<file path="config.mk">
export PLATFORM = sky130hd
export DESIGN_NAME = gtc_core
export DESIGN_NICKNAME = d
export VERILOG_FILES = /design/src/rtl/gtc_pkg.sv /design/src/rtl/gtc_tick_src.sv /design/src/rtl/gtc_prescale.sv /design/src/rtl/gtc_counter.sv /design/src/rtl/gtc_core.sv
export SDC_FILE = /design/constraint.sdc
export NUM_CORES = 1
export LEC_CHECK = 0
export BUFFER_PORTS_ARGS = -buffer_cell sky130_fd_sc_hd__buf_4
export CAP_MARGIN = 10
export CELL_PAD_IN_SITES_DETAIL_PLACEMENT = 2
export CELL_PAD_IN_SITES_GLOBAL_PLACEMENT = 2
export CORE_AREA = 2 2 75 70
export DETAILED_ROUTE_END_ITERATION = 16
export DIE_AREA = 0 0 77 72
export PLACE_DENSITY = 0.94
export SETUP_SLACK_MARGIN = 0.15
export SLEW_MARGIN = 20
export SYNTH_ARGS = -nofsm -noshare
export SYNTH_HDL_FRONTEND = slang
export SYNTH_SLANG_ARGS = --single-unit
</file>
<file path="constraint.sdc">
create_clock -name clk -period 4.3 [get_ports clk]
set_clock_uncertainty 0.15 [all_clocks]
set_input_delay 0.645 -clock clk [delete_from_list [all_inputs] [get_ports clk]]
set_output_delay 0.645 -clock clk [all_outputs]
set_load 0.05 [all_outputs]
</file>
<file path="src/rtl/gtc_pkg.sv">
package gtc_pkg;
  typedef enum logic [1:0] {
    SRC_DIV4 = 2'b00,
    SRC_SYS  = 2'b01,
    SRC_PIN  = 2'b10,
    SRC_ALT  = 2'b11
  } src_e;
endpackage

</file>
<file path="src/rtl/gtc_tick_src.sv">
module gtc_tick_src #(
  parameter int SYNC_STAGES = 2,
  parameter int SYS_DIV     = 4
) (
  input  logic       clk,
  input  logic       rst_n,
  input  logic [1:0] src_sel,
  input  logic       ext_pin,
  input  logic       alt_tick,
  input  logic       disarm,
  output logic       tick
);
  import gtc_pkg::*;
  localparam int PH_W = $clog2(SYS_DIV);
  localparam logic [PH_W-1:0] PH_LAST = PH_W'(SYS_DIV - 1);

  logic [SYNC_STAGES-1:0] sync_q;
  logic                   prev_q;
  logic                   armed_q, armed_d;
  logic [PH_W-1:0]        ph_q, ph_d;
  logic                   pin_s, pin_rise, pin_fall;

  // synchronizer chain, one flop per stage
  generate
    for (genvar i = 0; i < SYNC_STAGES; i++) begin : g_sync
      if (i == 0) begin : g_first
        always_ff @(posedge clk or negedge rst_n) begin
          if (!rst_n) sync_q[0] <= 1'b0;
          else        sync_q[0] <= ext_pin;
        end
      end else begin : g_next
        always_ff @(posedge clk or negedge rst_n) begin
          if (!rst_n) sync_q[i] <= 1'b0;
          else        sync_q[i] <= sync_q[i-1];
        end
      end
    end
  endgenerate

  assign pin_s    = sync_q[SYNC_STAGES-1];
  assign pin_rise = pin_s & ~prev_q;
  assign pin_fall = ~pin_s & prev_q;

  always_comb begin
    ph_d = (ph_q == PH_LAST) ? '0 : ph_q + PH_W'(1);
    if (disarm)        armed_d = 1'b0;
    else if (pin_fall) armed_d = 1'b1;
    else               armed_d = armed_q;
  end

  always_ff @(posedge clk or negedge rst_n) begin
    if (!rst_n) begin
      prev_q  <= 1'b0;
      armed_q <= 1'b0;
      ph_q    <= '0;
    end else begin
      prev_q  <= pin_s;
      armed_q <= armed_d;
      ph_q    <= ph_d;
    end
  end

  always_comb begin
    unique case (src_e'(src_sel))
      SRC_DIV4: tick = (ph_q == PH_LAST);
      SRC_SYS:  tick = 1'b1;
      SRC_PIN:  tick = pin_rise & armed_q;
      SRC_ALT:  tick = alt_tick;
      default:  tick = 1'b0;
    endcase
  end
endmodule

</file>
<file path="src/rtl/gtc_prescale.sv">
module gtc_prescale #(
  parameter int SEL_W = 2
) (
  input  logic             clk,
  input  logic             rst_n,
  input  logic             tick_in,
  input  logic             clr,
  input  logic [SEL_W-1:0] div_sel,
  output logic             tick_out
);
  localparam int PC_W = (1 << SEL_W) - 1;

  logic [PC_W-1:0] pc_q, pc_d, mask;

  always_comb begin
    for (int i = 0; i < PC_W; i++) mask[i] = (i < int'(div_sel));
    tick_out = tick_in & ((pc_q & mask) == mask);
    if (clr)          pc_d = '0;
    else if (tick_in) pc_d = pc_q + PC_W'(1);
    else              pc_d = pc_q;
  end

  always_ff @(posedge clk or negedge rst_n) begin
    if (!rst_n) pc_q <= '0;
    else        pc_q <= pc_d;
  end
endmodule

</file>
<file path="src/rtl/gtc_counter.sv">
module gtc_counter #(
  parameter int CNT_W = 16
) (
  input  logic               clk,
  input  logic               rst_n,
  input  logic               inc,
  input  logic               wr_hi,
  input  logic               wr_lo,
  input  logic [CNT_W/2-1:0] wr_data,
  input  logic               evt_clr,
  input  logic               ovf_clr,
  output logic [CNT_W-1:0]   count,
  output logic               ovf_flag
);
  localparam int HB = CNT_W / 2;
  localparam logic [CNT_W-1:0] CNT_ONE = CNT_W'(1);

  logic [CNT_W-1:0] cnt_q, cnt_d;
  logic             flag_q, flag_d, wrap;

  always_comb begin
    cnt_d = cnt_q;
    wrap  = 1'b0;
    if (wr_hi || wr_lo) begin
      if (wr_hi) cnt_d[CNT_W-1:HB] = wr_data;
      if (wr_lo) cnt_d[HB-1:0]     = wr_data;
    end else if (evt_clr) begin
      cnt_d = '0;
    end else if (inc) begin
      cnt_d = cnt_q + CNT_ONE;
      wrap  = &cnt_q;
    end
    flag_d = wrap | (flag_q & ~ovf_clr);
  end

  always_ff @(posedge clk or negedge rst_n) begin
    if (!rst_n) begin
      cnt_q  <= '0;
      flag_q <= 1'b0;
    end else begin
      cnt_q  <= cnt_d;
      flag_q <= flag_d;
    end
  end

  assign count    = cnt_q;
  assign ovf_flag = flag_q;
endmodule

</file>
<file path="src/rtl/gtc_core.sv">
module gtc_core #(
  parameter int CNT_W       = 16,
  parameter int SEL_W       = 2,
  parameter int SYNC_STAGES = 2,
  parameter int SYS_DIV     = 4
) (
  input  logic               clk,
  input  logic               rst_n,
  input  logic               run_en,
  input  logic               gate_mode,
  input  logic               gate_act,
  input  logic [1:0]         src_sel,
  input  logic [SEL_W-1:0]   div_sel,
  input  logic               ext_pin,
  input  logic               alt_tick,
  input  logic               wr_hi,
  input  logic               wr_lo,
  input  logic [CNT_W/2-1:0] wr_data,
  input  logic               evt_clr,
  input  logic               ovf_clr,
  input  logic               irq_en,
  output logic [CNT_W/2-1:0] cnt_hi,
  output logic [CNT_W/2-1:0] cnt_lo,
  output logic               ovf_flag,
  output logic               irq
);
  localparam int HB = CNT_W / 2;

  logic             any_wr, cnt_en, src_tick, pre_tick;
  logic [CNT_W-1:0] count;

  assign any_wr = wr_hi | wr_lo;
  assign cnt_en = run_en & (~gate_mode | gate_act);

  gtc_tick_src #(.SYNC_STAGES(SYNC_STAGES), .SYS_DIV(SYS_DIV)) u_src (
    .clk(clk), .rst_n(rst_n), .src_sel(src_sel), .ext_pin(ext_pin),
    .alt_tick(alt_tick), .disarm(~run_en | any_wr), .tick(src_tick)
  );

  gtc_prescale #(.SEL_W(SEL_W)) u_pre (
    .clk(clk), .rst_n(rst_n), .tick_in(src_tick & cnt_en), .clr(any_wr),
    .div_sel(div_sel), .tick_out(pre_tick)
  );

  gtc_counter #(.CNT_W(CNT_W)) u_cnt (
    .clk(clk), .rst_n(rst_n), .inc(pre_tick), .wr_hi(wr_hi), .wr_lo(wr_lo),
    .wr_data(wr_data), .evt_clr(evt_clr), .ovf_clr(ovf_clr),
    .count(count), .ovf_flag(ovf_flag)
  );

  assign cnt_hi = count[CNT_W-1:HB];
  assign cnt_lo = count[HB-1:0];
  assign irq    = ovf_flag & irq_en;
endmodule

</file>
==> run_results.csv, run 1 <==
group,metric,value,unit
floorplan,dieWidth,77,µm
pwr,pwr-share-seq,42.9,%
sta,fmax,425,MHz
setup_path,r2r_setup_slack,1.95,ns
layout,fin_nets,239,
setup_path,crit_type,"reg2reg",
drt,drt_wl_total,5390,µm
global_routing,first_global_vias,1753,
pwr,swShare,34.4,%
logic_synthesis,yosys_warnings,0,
layout,post-route-util,41.5,%
logic_synthesis,ys.flop_type,"dfrtp_1",
sta,fin_crit_sh,54.7,%
layout,layout-drive-gt1-share,27.0,%
clock_tree,clk_latency,0.28,ns
layout,multi_input_area,815,µm²
floorplan,io_pins,42,
pwr,ir_drop,191,µV
logic_synthesis,avgSynthCellArea,9.00,µm²
pwr,p_int,0.448,mW
drt,via_count,1553,
placement,finalWeightedCongestion,0.808,
layout,fillers,558,
sta,hold_viol,0,
global_routing,grt_pass1_wl,9120,µm
drt,wl_per_cell,19.5,µm
sta,fin_crit,2.35,ns
sta,fin_setup_tns,0,ns
logic_synthesis,async_flop_share,100,%
setup_path,path_cells,"ha_1, nand4_1, or2_4, nor2_4, nand3_1, or3_1, a32oi_1",
placement,port_buffers,41,
clock_tree,cts_made_buffers,3,
logic_synthesis,yosys_register_bits,26,
setup_path,crit_path_end_kind,"flop",
setup_path,r2r_start,"u_cnt.count[0]",
layout,syn_to_final_growth,29.3,%
layout,num_antenna_cells,0,
drt,drcViolationCount,0,
setup_path,required,4.35,ns
drt,dr.pass1.iters,4,
global_routing,antenna_found_initial,0,
setup_path,r2r_end,"u_cnt.count[14]",
floorplan,die_y,72,µm
setup_path,cp-start-kind,"flop",
drt,initialDrtViolationCount,62,
clock_tree,cts_hold_buf,0,
sta,finalSetupViolations,0,
sta,slew_viol_final,0,
pwr,p_comb_share,26.0,%
global_routing,grt-ovfl-total,0,
logic_synthesis,ys_types,49,
clock_tree,clk_path_buf_depth,2,
setup_path,cp.buffers_inverters,0,
pwr,pwr-share-clk,31.0,%
global_routing,grt_max_degree,27,
setup_path,worst_path_dominant_cell_family,"simple AND/OR/NAND/NOR gates",
sta,worstMarginPinSlew,0.709,ns
setup_path,crit_slowest_cell,"dfrtp_1",
pwr,p_leak,0.835,nW
pwr,power.density,347,nW/µm²
logic_synthesis,syn-instance-count,169,
run_status,status,"finished, final reports clean",
drt,via_per_inst,5.63,
global_routing,globalRouteTotalUtil,20.5,%
pwr,p_switching,0.235,mW
floorplan,die_area,5540,µm²
drt,ant_nets,0,
clock_tree,clockRootBuffer,"clkbuf_8",
clock_tree,htree_levels,1,
min_path,hp-class,"in2async",
setup_path,arrival,2.41,ns
clock_tree,path_clk_slew,0.10,ns
logic_synthesis,syn-cell-area,1520,µm²
floorplan,start_util,32.1,%
flow_run,maxCapViolations,0,
floorplan,core_area,4740,µm²
layout,seqCellArea,651,µm²
setup_path,slowest_delay,0.47,ns
placement,post-dp-hpwl,3930,µm
sta,relSlewSlack,52.7,%
logic_synthesis,synth_fp_nets,196,
clock_tree,cts_resized,0,
clock_tree,cts.sinks,26,
setup_path,crit_fanout,6,
logic_synthesis,synth_edf_count,0,
floorplan,core.rowCount,24,
clock_tree,cts_tree,"done",
sta,rsz0062_at_grt,"false",
setup_path,reg2reg_depth,7,
clock_tree,post_cts_buffers,0,
logic_synthesis,yosysSeqAreaShare,42.8,%
-- kinds of logic (layout without fill, tap and decap cells) --
kind of cell	after synthesis	in the layout	synth area share [%]
buffers and inverters	14	56	3.70
multiplexers	1	1	0.658
XOR/XNOR	2	2	1.15
AO/OA/AOI/OAI	55	55	24.3
adder cells (fa/ha/maj)	3	3	2.47
flip-flops	26	26	42.8
AND/OR/NAND/NOR	68	68	25.0
-- through the flow --
step	power, mW	cells	instance area, µm²	hold WS (ns)	setup slack, ns
6_report	0.682	276	1970	0.110	1.95
5_1_grt	0.710	276	1970	0.130	1.81
4_1_cts	0.685	276	1970	0.125	1.96
3_5_place_dp	0.474	272	1900	0.208	1.78
3_3_place_gp	0.467	272	1900	0.183	1.86
2_1_floorplan	0.397	169	1520	0.181	1.97
-- synthesized netlist by cell type (3+ instances only) --
library cell,instances,share of area [%]
inv_1,11,2.7
and2_1,3,1.2
o21ai_0,8,2.6
nand4_1,6,2.5
buf_2,3,0.99
nor3_2,3,2.0
o211ai_1,6,3.0
dfrtp_1,26,43
nor2_1,15,3.7
ha_1,3,2.5
a2bb2oi_1,3,1.7
a21oi_1,17,5.6
nor3_1,3,0.99
nand3_1,6,2.0
nand2_1,15,3.7
-- cells in the final DEF (no fill, tap or decap), types with 6 or more instances in the layout --
cell      instances
nand3_1           6
o211ai_1          6
nand2_1          15
buf_4            41
a21oi_1          17
inv_1            11
nor2_1           15
dfrtp_1          26
o21ai_0           8
nand4_1           6
-- worst max path at each step --
| stage | from | endpoint | slack, ns | depth (start not counted) |
|---|---|---|---|---|
| floorplan | u_cnt.count[0] | u_cnt.count[14] | 1.97 | 7 |
| finish | u_cnt.count[0] | u_cnt.count[14] | 1.95 | 7 |
| CTS | u_cnt.count[0] | u_cnt.count[14] | 1.96 | 7 |
| global route | u_cnt.count[0] | u_cnt.count[14] | 1.81 | 7 |
| detailed placement | wr_lo | u_cnt.count[15] | 1.78 | 6 |
| global placement | wr_lo | u_cnt.count[13] | 1.86 | 6 |
-- cell type report --
type | count | share of cell area [%]
Multi-Input combinational cell | 129 | 41.4
Sequential cell | 26 | 33.1
Timing Repair Buffer | 41 | 15.6
Tap cell | 65 | 4.13
Clock buffer | 3 | 2.10
Inverter | 11 | 2.10
Clock inverter | 1 | 1.53
-- power groups by stage --
stage | Combinational (mW) | Clock (mW) | Sequential (mW)
after floorplan | 0.0505 | 0 | 0.347
after global placement | 0.172 | 0 | 0.294
after detailed placement | 0.177 | 0 | 0.297
after CTS | 0.179 | 0.213 | 0.293
after global routing | 0.190 | 0.223 | 0.297
final | 0.178 | 0.212 | 0.293
-- layer usage --
| metal | track usage, % | up-vias | routed length [µm] | part of all wire (%) |
|---|---|---|---|---|
| met4 | 4.17 | 0 | 37 | 0.69 |
| li1 | - | 713 | - | - |
| met5 | 0 | - | 0 | 0 |
| met1 | 26.0 | 793 | 2370 | 44 |
| met2 | 36.8 | 43 | 2730 | 51 |
| met3 | 4.10 | 4 | 258 | 4.8 |
-- flip-flops by register name, summed over array words and instances, names as in the netlist --
signal and count:
u_cnt.ovf_flag 1, u_cnt.count 16, u_src.ph_q 2, u_pre.pc_q 3
u_src.prev_q 1, u_src.sync_q 1, u_src.armed_q 1, u_src.pin_s 1
Power figures use the tool's default switching activity.
==> run 2: changes to the inputs <==
CORE_AREA = 2 2 79 73   (was 2 2 75 70)
DIE_AREA = 0 0 81 75   (was 0 0 77 72)
PLACE_DENSITY = 0.88   (was 0.94)
clock period = 2.45 ns   (was 4.3 ns; I/O delays follow)
==> run 2 against run 1 <==
  * Clock power grew 72%
  * Flip-flop and latch count is the same
  * Utilization shrank 2.4 points
  * Cell count grew 2.9%
  * Combinational power grew 79%
  * Worst setup slack lost 1.7 ns
  * Worst hold slack lost 0.072 ns
  * Non-clock buffer count grew 6
  * Largest cell class unchanged
==> run_results.csv, run 2 (same netlist as run 1, synthesis figures left out) <==
group,metric,value,unit
global_routing,grt_max_degree,27,
setup_path,arrival,2.22,ns
floorplan,dieWidth,81,µm
global_routing,grt-ovfl-total,0,
floorplan,core.rowCount,25,
min_path,hp-class,"in2reg",
drt,dr.pass1.iters,4,
floorplan,die_area,6080,µm²
global_routing,globalRouteTotalUtil,19.0,%
global_routing,grt_pass1_wl,8650,µm
placement,post-dp-hpwl,4150,µm
floorplan,start_util,29.3,%
placement,port_buffers,41,
pwr,power.density,591,nW/µm²
drt,drcViolationCount,0,
sta,worstMarginPinSlew,0.382,ns
run_status,status,"finished, final reports clean",
setup_path,crit_fanout,6,
clock_tree,clk_path_buf_depth,2,
drt,initialDrtViolationCount,70,
sta,fin_setup_tns,0,ns
sta,finalSetupViolations,0,
pwr,p_leak,0.862,nW
clock_tree,htree_levels,1,
clock_tree,cts_tree,"done",
pwr,ir_drop,299,µV
sta,slew_viol_final,0,
sta,rsz0062_at_grt,"true",
floorplan,io_pins,42,
global_routing,antenna_found_initial,0,
floorplan,die_y,75,µm
layout,largest_register_ffs,16,
setup_path,required,2.50,ns
layout,post-route-util,39.1,%
sta,fin_crit_sh,88.8,%
sta,relSlewSlack,74.5,%
sta,hold_viol,0,
global_routing,first_global_vias,1664,
setup_path,r2r_end,"u_cnt.count[14]",
pwr,power,1.20,mW
drt,via_per_inst,5.41,
layout,fin_nets,245,
setup_path,crit_end,"u_cnt.count[14]",
clock_tree,clockRootBuffer,"clkbuf_8",
layout,layout-drive-gt1-share,29.5,%
layout,syn_to_final_growth,33.3,%
clock_tree,clk_latency,0.28,ns
drt,wl_per_cell,18.7,µm
sta,fmax,460,MHz
layout,layout_commonest_cell,"buf_4",
drt,drt_wl_total,5320,µm
placement,finalWeightedCongestion,0.811,
drt,ant_nets,0,
setup_path,r2r_setup_slack,0.27,ns
setup_path,crit_start,"u_cnt.count[0]",
clock_tree,cts.sinks,26,
floorplan,core_area,5190,µm²
layout,num_antenna_cells,0,
sta,fin_crit,2.18,ns
min_path,hold_start,"ext_pin",
setup_path,cp-start-kind,"flop",
flow_run,maxCapViolations,0,
setup_path,r2r_start,"u_cnt.count[0]",
clock_tree,cts_made_buffers,3,
layout,layout_common_cells,"buf_4 (46), dfrtp_1 (24), a21oi_1 (17)",
clock_tree,path_clk_slew,0.10,ns
setup_path,crit_path_end_kind,"flop",
drt,via_count,1537,
setup_path,reg2reg_depth,7,
setup_path,crit_type,"reg2reg",
run 2: repair_timing:
item                       CTS  global route
hold buffers                 1             0
hold endpoints to repair    26             0
resized for setup            0             2
setup buffers                0             1
setup endpoints to repair    0             4
run 2: critical path, cell delays in order (launching register included):
cell	delay (ns)
dfrtp_2	0.44
ha_1	0.23
nand4_1	0.16
or2_4	0.29
nor2_4	0.16
nand3_1	0.11
or3_1	0.34
a32oi_1	0.21
run 2: routing by layer:
metal  GRT usage [%]  vias to the layer above  routed length [µm]
met5               0                        -                   0
met3            3.24                        2                 187
met2            34.1                       29                2720
met4            3.39                        0                  19
met1            24.5                      777                2390
li1                -                      729                   -
run 2: worst min path at each step:
stage | cells past startpoint | slack (ns) | end
finish | 1 | 0.04 | u_src.sync_q[0]
global route | 1 | 0.03 | u_src.sync_q[0]
CTS | 1 | 0.03 | u_src.sync_q[0]
detailed placement | 1 | 0.16 | u_cnt.count[8]
global placement | 1 | 0.15 | u_cnt.count[8]
floorplan | 0 | -0.08 | u_cnt.count[0]
run 2: power by group:
part | internal (mW) | total [mW] | switching (mW)
Combinational | 0.112 | 0.319 | 0.207
Sequential | 0.462 | 0.515 | 0.0529
Clock | 0.219 | 0.365 | 0.146
run 2: final cells by class:
type                    count  area, µm²
inverters                  11       41.3
flip-flops and latches     26        653
fillers                   617       3160
multi-input cells         129        823
clock inverters             1       30.0
well taps                  67       83.8
repair buffers             47        355
clock buffers               3       41.3
run 2: per-stage QoR:
stage | setup WS, ns | instances | hold slack (ns) | area [µm²]
2_1_floorplan | 0.288 | 169 | -0.0781 | 1520
3_3_place_gp | 0.335 | 278 | 0.149 | 1930
3_5_place_dp | 0.227 | 278 | 0.155 | 1930
4_1_cts | 0.231 | 283 | 0.0320 | 2010
5_1_grt | 0.141 | 284 | 0.0256 | 2030
6_report | 0.274 | 284 | 0.0379 | 2030
==> run 3: changes to the inputs <==
RECOVER_POWER = 100   (was unset)
==> run 3 against run 2 <==
  * Power down 1.9%
  * Clock-buffer cell count unchanged
  * Critical path depth unchanged
  * First-iteration DRC count up 24%
  * Via count about the same
  * Die area unchanged
  * Combinational power down 7.2%
  * Maximum frequency down 2.5%
  * Non-clock buffer count unchanged
  * Sequential power about the same
  * Critical path type unchanged
  * Highest routed layer unchanged
==> run_results.csv, run 3 (same netlist as run 1, synthesis figures left out) <==
group,metric,value,unit
run_status,status,"finished, final reports clean",
min_path,hp-class,"in2reg",
layout,layout-drive-gt1-share,19.8,%
setup_path,crit_fanout,6,
pwr,power.density,601,nW/µm²
sta,rsz0062_at_grt,"true",
placement,post-dp-hpwl,4150,µm
layout,syn_to_final_growth,28.6,%
placement,dp_cells,278,
layout,seqCellArea,651,µm²
layout,finalNonFillerCells,284,
layout,multi_input_area,818,µm²
clock_tree,cts_made_buffers,3,
drt,via_count,1538,
global_routing,first_global_vias,1664,
flow_run,maxCapViolations,0,
setup_path,required,2.50,ns
clock_tree,cts.sinks,26,
floorplan,io_pins,42,
setup_path,cp-start-kind,"flop",
clock_tree,cts_tree,"done",
placement,port_buffers,41,
pwr,swShare,34.6,%
floorplan,die_y,75,µm
placement,finalWeightedCongestion,0.811,
sta,fin_crit_sh,91.1,%
layout,num_antenna_cells,0,
floorplan,core_area,5190,µm²
drt,dr.pass1.iters,4,
sta,hold_viol,0,
layout,layout_common_cells,"buf_4 (28), dfrtp_1 (26), a21oi_1 (17), clkbuf_1 (17)",
pwr,p_int,0.769,mW
layout,fin_nets,245,
pwr,p_switching,0.407,mW
global_routing,globalRouteTotalUtil,19.0,%
global_routing,grt-ovfl-total,0,
sta,slew_viol_final,0,
floorplan,start_util,29.3,%
pwr,pwr-share-seq,43.6,%
setup_path,arrival,2.28,ns
sta,worstMarginPinSlew,0.609,ns
clock_tree,clk_latency,0.28,ns
pwr,p_comb_share,25.2,%
drt,wl_per_cell,18.8,µm
global_routing,grt_pass1_wl,8650,µm
setup_path,crit_type,"reg2reg",
global_routing,antenna_found_initial,0,
drt,ant_nets,0,
sta,finalSetupViolations,0,
clock_tree,htree_levels,1,
clock_tree,path_clk_slew,0.09,ns
setup_path,crit_path_end_kind,"flop",
sta,relSlewSlack,59.6,%
clock_tree,clockRootBuffer,"clkbuf_8",
layout,largest_register_ffs,16,
layout,fillers,631,
min_path,hold_start,"ext_pin",
drt,initialDrtViolationCount,87,
floorplan,dieWidth,81,µm
sta,fin_crit,2.23,ns
floorplan,core.rowCount,25,
sta,fmax,448,MHz
setup_path,crit_start,"u_cnt.count[0]",
pwr,ir_drop,291,µV
drt,via_per_inst,5.42,
sta,fin_setup_tns,0,ns
global_routing,grt_max_degree,27,
setup_path,r2r_start,"u_cnt.count[0]",
pwr,p_leak,0.796,nW
pwr,pwr-share-clk,31.2,%
drt,drt_wl_total,5340,µm
drt,drcViolationCount,0,
floorplan,die_area,6080,µm²
clock_tree,clk_path_buf_depth,2,
layout,layout_commonest_cell,"buf_4",
run 3: changes by cell type in the layout (fill, tap and decap cells not counted):
| cell | change |
|---|---|
| clkbuf_4 | +1 |
| dfrtp_2 | -2 |
| a31o_1 | +1 |
| and2_1 | -1 |
| and2_0 | +1 |
| nand3_2 | -1 |
| nand3_1 | +1 |
| buf_4 | -18 |
| dfrtp_1 | +2 |
| clkbuf_1 | +17 |
| a31o_2 | -1 |
run 3: power groups by stage:
stage                     clock [mW]  sequential, mW  combinational (mW)
after detailed placement           0           0.522               0.318
after global placement             0           0.520               0.310
final                          0.367           0.513               0.296
after global routing           0.395           0.521               0.320
after floorplan                    0           0.609              0.0886
after CTS                      0.376           0.515               0.322
run 3: layout make-up:
class,count,area share (%)
repair buffers,47,14.9
inverters,11,2.11
flip-flops and latches,26,33.2
well taps,67,4.28
multi-input cells,129,41.8
clock inverters,1,1.53
clock buffers,3,2.11
run 3: path summary, 6_finish.rpt:
| path | end | depth (start not counted) | slack, ns |
|---|---|---|---|
| setup / recovery | u_cnt.count[14] | 7 | 0.22 |
| hold / removal | u_src.sync_q[0] | 1 | 0.06 |
| setup reg to reg | u_cnt.count[14] | 7 | 0.22 |
| hold reg to reg | u_src.pin_s | 0 | 0.21 |
| max in group asynchronous | u_cnt.count[3] | 2 | 1.51 |
| min in group asynchronous | u_cnt.count[8] | 2 | 0.38 |
run 3: stage by stage:
step	worst slack, ns	total power, mW	hold WS [ns]	utilization [%]	cell area, µm²
3_5_place_dp	0.227	0.840	0.155	37.2	1930
3_3_place_gp	0.335	0.830	0.149	37.2	1930
4_1_cts	0.231	1.21	0.0320	38.7	2010
2_1_floorplan	0.288	0.698	-0.0781	-	1520
5_1_grt	0.0735	1.23	0.0487	37.7	1960
6_report	0.218	1.18	0.0586	37.7	1960
run 3: repair_timing:
item                       in CTS  in global routing
setup endpoints to repair       0                  4
hold buffers                    1                  0
hold endpoints to repair       26                  0
gates resized for setup         0                  2
setup buffers                   0                  1
run 3: worst max-delay path, cell delays in order, from the launching register on:
cell     delay (ns)
dfrtp_1        0.47
ha_1           0.26
nand4_1        0.16
or2_4          0.29
nor2_4         0.16
nand3_1        0.11
or3_1          0.33
a32oi_1        0.21
run 3: metal layers:
layer / vias up / part of all wire [%] / track usage [%]
li1: 729 / - / -
met1: 773 / 44 / 24.5
met2: 32 / 51 / 34.1
met3: 4 / 4.0 / 3.24
met4: 0 / 0.62 / 3.39
met5: - / 0 / 0
